==> config.mk <==
export PLATFORM = sky130hd
export DESIGN_NAME = gpio_port
export DESIGN_NICKNAME = d
export VERILOG_FILES = /design/src/rtl/gpio_pkg.sv /design/src/rtl/gpio_sync.sv /design/src/rtl/gpio_regs.sv /design/src/rtl/gpio_irq.sv /design/src/rtl/gpio_port.sv
export SDC_FILE = /design/constraint.sdc
export NUM_CORES = 1
export LEC_CHECK = 0
export CAP_MARGIN = 40
export CORE_UTILIZATION = 30
export DETAILED_ROUTE_END_ITERATION = 16
export HOLD_SLACK_MARGIN = 0.08
export MAX_ROUTING_LAYER = met4
export PLACE_DENSITY = 0.54
export SYNTH_ARGS = -nofsm -noshare
export SYNTH_HDL_FRONTEND = slang
export SYNTH_SLANG_ARGS = --single-unit
export TNS_END_PERCENT = 30
==> constraint.sdc <==
create_clock -name clk_i -period 2.14 [get_ports clk_i]
set_input_delay 0.428 -clock clk_i [delete_from_list [all_inputs] [get_ports clk_i]]
set_output_delay 0.428 -clock clk_i [all_outputs]
set_load 0.02 [all_outputs]
==> src/rtl/gpio_pkg.sv <==
package gpio_pkg;
  localparam int unsigned ADDR_W  = 2;
  localparam int unsigned SENSE_W = 2;

  typedef enum logic [ADDR_W-1:0] {
    REG_DATA  = 2'd0,
    REG_DIR   = 2'd1,
    REG_IEN   = 2'd2,
    REG_SENSE = 2'd3
  } reg_sel_e;

  typedef enum logic [SENSE_W-1:0] {
    SENSE_LOW  = 2'b00,
    SENSE_RISE = 2'b01,
    SENSE_FALL = 2'b10,
    SENSE_BOTH = 2'b11
  } sense_e;
endpackage

==> src/rtl/gpio_sync.sv <==
module gpio_sync #(
  parameter int unsigned WIDTH  = 8,
  parameter int unsigned STAGES = 2
) (
  input  logic             clk_i,
  input  logic             rst_ni,
  input  logic [WIDTH-1:0] async_i,
  output logic [WIDTH-1:0] sync_o
);
  logic [WIDTH-1:0] stage_q [STAGES];

  for (genvar s = 0; s < STAGES; s++) begin : g_stage
    if (s == 0) begin : g_first
      always_ff @(posedge clk_i or negedge rst_ni) begin
        if (!rst_ni) stage_q[s] <= '0;
        else         stage_q[s] <= async_i;
      end
    end else begin : g_next
      always_ff @(posedge clk_i or negedge rst_ni) begin
        if (!rst_ni) stage_q[s] <= '0;
        else         stage_q[s] <= stage_q[s-1];
      end
    end
  end

  assign sync_o = stage_q[STAGES-1];
endmodule

==> src/rtl/gpio_regs.sv <==
module gpio_regs
  import gpio_pkg::*;
#(
  parameter int unsigned WIDTH = 8
) (
  input  logic                  clk_i,
  input  logic                  rst_ni,
  input  logic                  wr_i,
  input  logic [ADDR_W-1:0]     addr_i,
  input  logic [WIDTH-1:0]      wdata_i,
  input  logic [WIDTH-1:0]      pin_sync_i,
  output logic [WIDTH-1:0]      rdata_o,
  output logic [WIDTH-1:0]      latch_o,
  output logic [WIDTH-1:0]      dir_o,
  output logic [WIDTH-1:0]      ien_o,
  output sense_e                sense_o
);
  localparam int unsigned PAD_W = WIDTH - SENSE_W;

  reg_sel_e         sel;
  logic [WIDTH-1:0] latch_q, dir_q, ien_q;
  sense_e           sense_q;

  assign sel = reg_sel_e'(addr_i);

  always_ff @(posedge clk_i or negedge rst_ni) begin
    if (!rst_ni) begin
      latch_q <= '0;
      dir_q   <= '0;
      ien_q   <= '0;
      sense_q <= SENSE_LOW;
    end else if (wr_i) begin
      case (sel)
        REG_DATA:  latch_q <= wdata_i;  // latch written regardless of direction
        REG_DIR:   dir_q   <= wdata_i;
        REG_IEN:   ien_q   <= wdata_i;
        REG_SENSE: sense_q <= sense_e'(wdata_i[SENSE_W-1:0]);
        default:   ;
      endcase
    end
  end

  // input pins read live level, output pins read latch
  always_comb begin
    case (sel)
      REG_DATA:  rdata_o = (dir_q & latch_q) | (~dir_q & pin_sync_i);
      REG_DIR:   rdata_o = dir_q;
      REG_IEN:   rdata_o = ien_q;
      REG_SENSE: rdata_o = {{PAD_W{1'b0}}, sense_q};
      default:   rdata_o = '0;
    endcase
  end

  assign latch_o = latch_q;
  assign dir_o   = dir_q;
  assign ien_o   = ien_q;
  assign sense_o = sense_q;

  p_latch_write_r4: assert property (@(posedge clk_i) disable iff (!rst_ni)
    (wr_i && sel == REG_DATA) |=> (latch_q == $past(wdata_i)));

  p_dir_hold_r2: assert property (@(posedge clk_i) disable iff (!rst_ni)
    !(wr_i && sel == REG_DIR) |=> $stable(dir_q));

  p_latch_hold_r4: assert property (@(posedge clk_i) disable iff (!rst_ni)
    !(wr_i && sel == REG_DATA) |=> $stable(latch_q));
endmodule

==> src/rtl/gpio_irq.sv <==
module gpio_irq
  import gpio_pkg::*;
#(
  parameter int unsigned WIDTH = 8
) (
  input  logic             clk_i,
  input  logic             rst_ni,
  input  logic [WIDTH-1:0] sync_i,
  input  logic [WIDTH-1:0] dir_i,
  input  logic [WIDTH-1:0] ien_i,
  input  sense_e           sense_i,
  output logic             irq_o
);
  logic [WIDTH-1:0] prev_q, rise, fall, evt, mask;

  always_ff @(posedge clk_i or negedge rst_ni) begin
    if (!rst_ni) prev_q <= '0;
    else         prev_q <= sync_i;
  end

  assign rise = sync_i & ~prev_q;
  assign fall = ~sync_i & prev_q;

  always_comb begin
    case (sense_i)
      SENSE_LOW:  evt = ~sync_i;
      SENSE_RISE: evt = rise;
      SENSE_FALL: evt = fall;
      SENSE_BOTH: evt = rise | fall;
      default:    evt = '0;
    endcase
  end

  assign mask  = ~dir_i & ien_i;
  assign irq_o = |(evt & mask);

  p_edge_quiet_r7: assert property (@(posedge clk_i) disable iff (!rst_ni)
    (sense_i != SENSE_LOW && sync_i == prev_q) |-> !irq_o);
endmodule

==> src/rtl/gpio_port.sv <==
module gpio_port
  import gpio_pkg::*;
#(
  parameter int unsigned WIDTH       = 8,
  parameter int unsigned SYNC_STAGES = 2
) (
  input  logic             clk_i,
  input  logic             rst_ni,
  input  logic             reg_wr_i,
  input  logic [1:0]       reg_addr_i,
  input  logic [WIDTH-1:0] reg_wdata_i,
  output logic [WIDTH-1:0] reg_rdata_o,
  input  logic [WIDTH-1:0] pin_in_i,
  output logic [WIDTH-1:0] pin_out_o,
  output logic [WIDTH-1:0] pin_oe_o,
  output logic             irq_o
);
  logic [WIDTH-1:0] pin_sync, latch, dir, ien;
  sense_e           sense;

  gpio_sync #(.WIDTH(WIDTH), .STAGES(SYNC_STAGES)) u_sync (
    .clk_i  (clk_i),
    .rst_ni (rst_ni),
    .async_i(pin_in_i),
    .sync_o (pin_sync)
  );

  gpio_regs #(.WIDTH(WIDTH)) u_regs (
    .clk_i     (clk_i),
    .rst_ni    (rst_ni),
    .wr_i      (reg_wr_i),
    .addr_i    (reg_addr_i),
    .wdata_i   (reg_wdata_i),
    .pin_sync_i(pin_sync),
    .rdata_o   (reg_rdata_o),
    .latch_o   (latch),
    .dir_o     (dir),
    .ien_o     (ien),
    .sense_o   (sense)
  );

  gpio_irq #(.WIDTH(WIDTH)) u_irq (
    .clk_i  (clk_i),
    .rst_ni (rst_ni),
    .sync_i (pin_sync),
    .dir_i  (dir),
    .ien_i  (ien),
    .sense_i(sense),
    .irq_o  (irq_o)
  );

  assign pin_out_o = latch;
  assign pin_oe_o  = dir;

  p_irq_source_r8: assert property (@(posedge clk_i) disable iff (!rst_ni)
    irq_o |-> |(~pin_oe_o & ien));
endmodule

==> flow_summary.yaml <==
placed_design:
  dpl.hpwl_mm: 4.301
  gp_congestion: 0.7895
  portBuffers: 45
  place_area_um2: 3367
final_layout:
  layout_commonest_cell: "buf_4"
  fin_nets: 336
  final_cell_mix: "buf_4 (50), dfrtp_1 (49), clkdlybuf4s50_1 (33)"
  drive_gt1_share_pct: 38.33
  antenna_cells: 0
  design_area_um2: 3498
  area_delta_synth_final_pct: 42.65
clock_network:
  insertion_delay_ns: 0.33
  clock_sinks: 50
  ctsHoldBuffers: 0
  clock_path_buffers: 2
  cts_tree: "yes"
  clockRootBuffer: "clkbuf_8"
  h-tree-depth: 2
  clkTransAtPathRegs_ns: 0.11
  cts_buffers: 5
critical_path:
  critPathLaunchType: "flip-flop"
  crit_fanout: 3
  timing.rr.start: "u_regs.sense_o[0]"
  crit_arrival_ns: 2.13
  worstSetupEndpointType: "output port"
  critical_path_class: "flip-flop to output port"
  crit_start: "u_sync.sync_o[2]"
  rrSetupSlack_ns: 1.06
  reg2reg_depth: 2
  cp-endpoint: "irq_o"
  r2r-end: "u_regs.sense_o[0]"
  worstPathRequired_ns: 1.71
drt:
  viasPerCell: 4.575
  firstDrtPassIters: 6
  route.detailed.drc: 0
  wl_mm: 5.933
  wl_per_cell_um: 14.76
  antenna_left: 0
  drt-initial-drc-count: 92
  vias: 1839
flow_run:
  max_cap_viol_count: 0
timing:
  fmax_mhz: 391.3
  fin_crit_ns: 2.556
  setup_tns_ns: -0.4158
  relSlewSlack_pct: 61.67
  clock_skew_ns: 0.002059
  drv_slew: 0
  hold_viol_final: 0
  setup_ws_ns: -0.4158
  setup_viol: 1
  rsz0062_at_grt: "yes"
  worstMarginPinSlew_ns: 0.5749
  post-route-period-util_pct: 119.4
synthesis:
  syn_nets: 239
  syn_inst: 202
  syn_area_um2: 2452
  ys.warnings.count: 0
  ys_seq_area_share_pct: 51.02
  synth_cell_types: 36
  synth_ff_type: "dfrtp_1"
  synth.ff_latch_count: 50
  synth_edf_count: 0
  async_flop_share_pct: 100.0
  syn_area_per_cell_um2: 12.14
global_routing:
  grt_use_total_pct: 15.79
  overflow: 0
  antenna_found_initial: 0
  first_global_vias: 1988
  grt_pass1_wl_mm: 9.915
  grt_max_degree: 29
die:
  core_um2: 7807
  start_util_pct: 31.41
  die-width_um: 92.41
  die_height_um: 92.41
  fp-row-count: 32
  ios: 46
  die-area_um2: 8540
power:
  leakage_nw: 1.611
  vdd_drop_max_v: 0.0003802
  power_density_nw_per_um2: 766.3
run_status:
  status: "complete, but fails checks"
  violations: "setup timing"
worst_hold_path:
  hp-class: "input pin to asynchronous set/reset pin"
## logic make-up after synthesis
family / Yosys count / share of synthesized area [%]
AOI/OAI and AO/OA: 42 / 12.35
adders and majority gates: 16 / 8.163
buffers and inverters: 33 / 6.530
DFF: 50 / 51.02
muxes: 31 / 15.15
and+or+nand+nor: 30 / 6.786
## final cells by class
type	instances	area, um^2
Tap cell	102	127.6
Fill cell	739	4309
Sequential cell	50	1252
Inverter	25	93.84
Clock inverter	3	26.28
Timing Repair Buffer	98	839.6
Clock buffer	5	68.82
Multi-Input combinational cell	119	1090
## critical path: stages, from the launching register on
cell and delay (ns):
dfrtp_1 0.40, inv_1 0.08, ha_1 0.28, inv_1 0.03
mux4_2 0.44, a32oi_1 0.25, o2111ai_2 0.16, buf_6 0.17
## cell usage after synthesis (all sizes together) (4+ instances only)
| cell type | count | area share (%) |
|---|---|---|
| ha | 16 | 8.2 |
| nor2 | 11 | 1.7 |
| o21ai | 11 | 2.2 |
| a21oi | 10 | 2.0 |
| nand2b | 4 | 1.0 |
| dfrtp | 50 | 51 |
| inv | 24 | 3.7 |
| buf | 6 | 2.4 |
| mux2 | 26 | 12 |
| o211ai | 6 | 1.8 |
## per-stage QoR
step | hold slack (ns) | utilization (%) | std cells | worst slack, ns | power (mW)
floorplan | 0.1324 | - | 202 | 0.01118 | 1.628
finish | 0.1015 | 44.81 | 402 | -0.4158 | 2.681
detailed placement | 0.3364 | 43.13 | 392 | -0.5663 | 2.084
global route | 0.1442 | 44.81 | 402 | -0.5206 | 2.838
CTS | 0.1171 | 44.73 | 402 | -0.4442 | 2.712
global placement | 0.3347 | 43.13 | 392 | -0.5515 | 2.073
## where the power goes
part / leakage, nW / total (mW) / switching, mW / internal [mW]
logic: 0.975 / 0.921 / 0.434 / 0.487
clock network: 0.0491 / 0.602 / 0.360 / 0.241
registers: 0.586 / 1.16 / 0.0968 / 1.06
total: 1.61 / 2.68 / 0.891 / 1.79
## per-layer routing
metal	wire length [um]	track usage, %	part of all wire, %
met1	2756	19.64	46
met2	2892	25.37	49
met5	0	-	0
met4	87	5.599	1.5
met3	197	3.366	3.3
## sequential cells by signal, summed over array words and instances (netlist names)
signal / cells
u_irq.prev_q: 8
u_regs.dir_o: 8
u_regs.ien_o: 8
u_regs.latch_o: 8
u_regs.sense_o: 2
u_sync.stage_q: 8
u_sync.sync_o: 8
## worst min path at each step
stage / to / start / cells after the start
after floorplan: u_irq.prev_q[0] / rst_ni / 0
after global placement: u_sync.sync_o[2] / u_sync.stage_q[10] / 0
after detailed placement: u_sync.sync_o[2] / u_sync.stage_q[10] / 0
after CTS: u_regs.latch_o[5] / rst_ni / 1
after global routing: u_sync.stage_q[14] / rst_ni / 1
final: u_regs.dir_o[6] / rst_ni / 1
## what timing repair did
action | 4_1_cts | 5_1_grt
gates resized for setup | 51 | 10
setup endpoints to repair | 9 | 8
buffers inserted | 2 | 0
pin swaps | 5 | 0
Note: power is estimated with default switching activity, not from simulation.
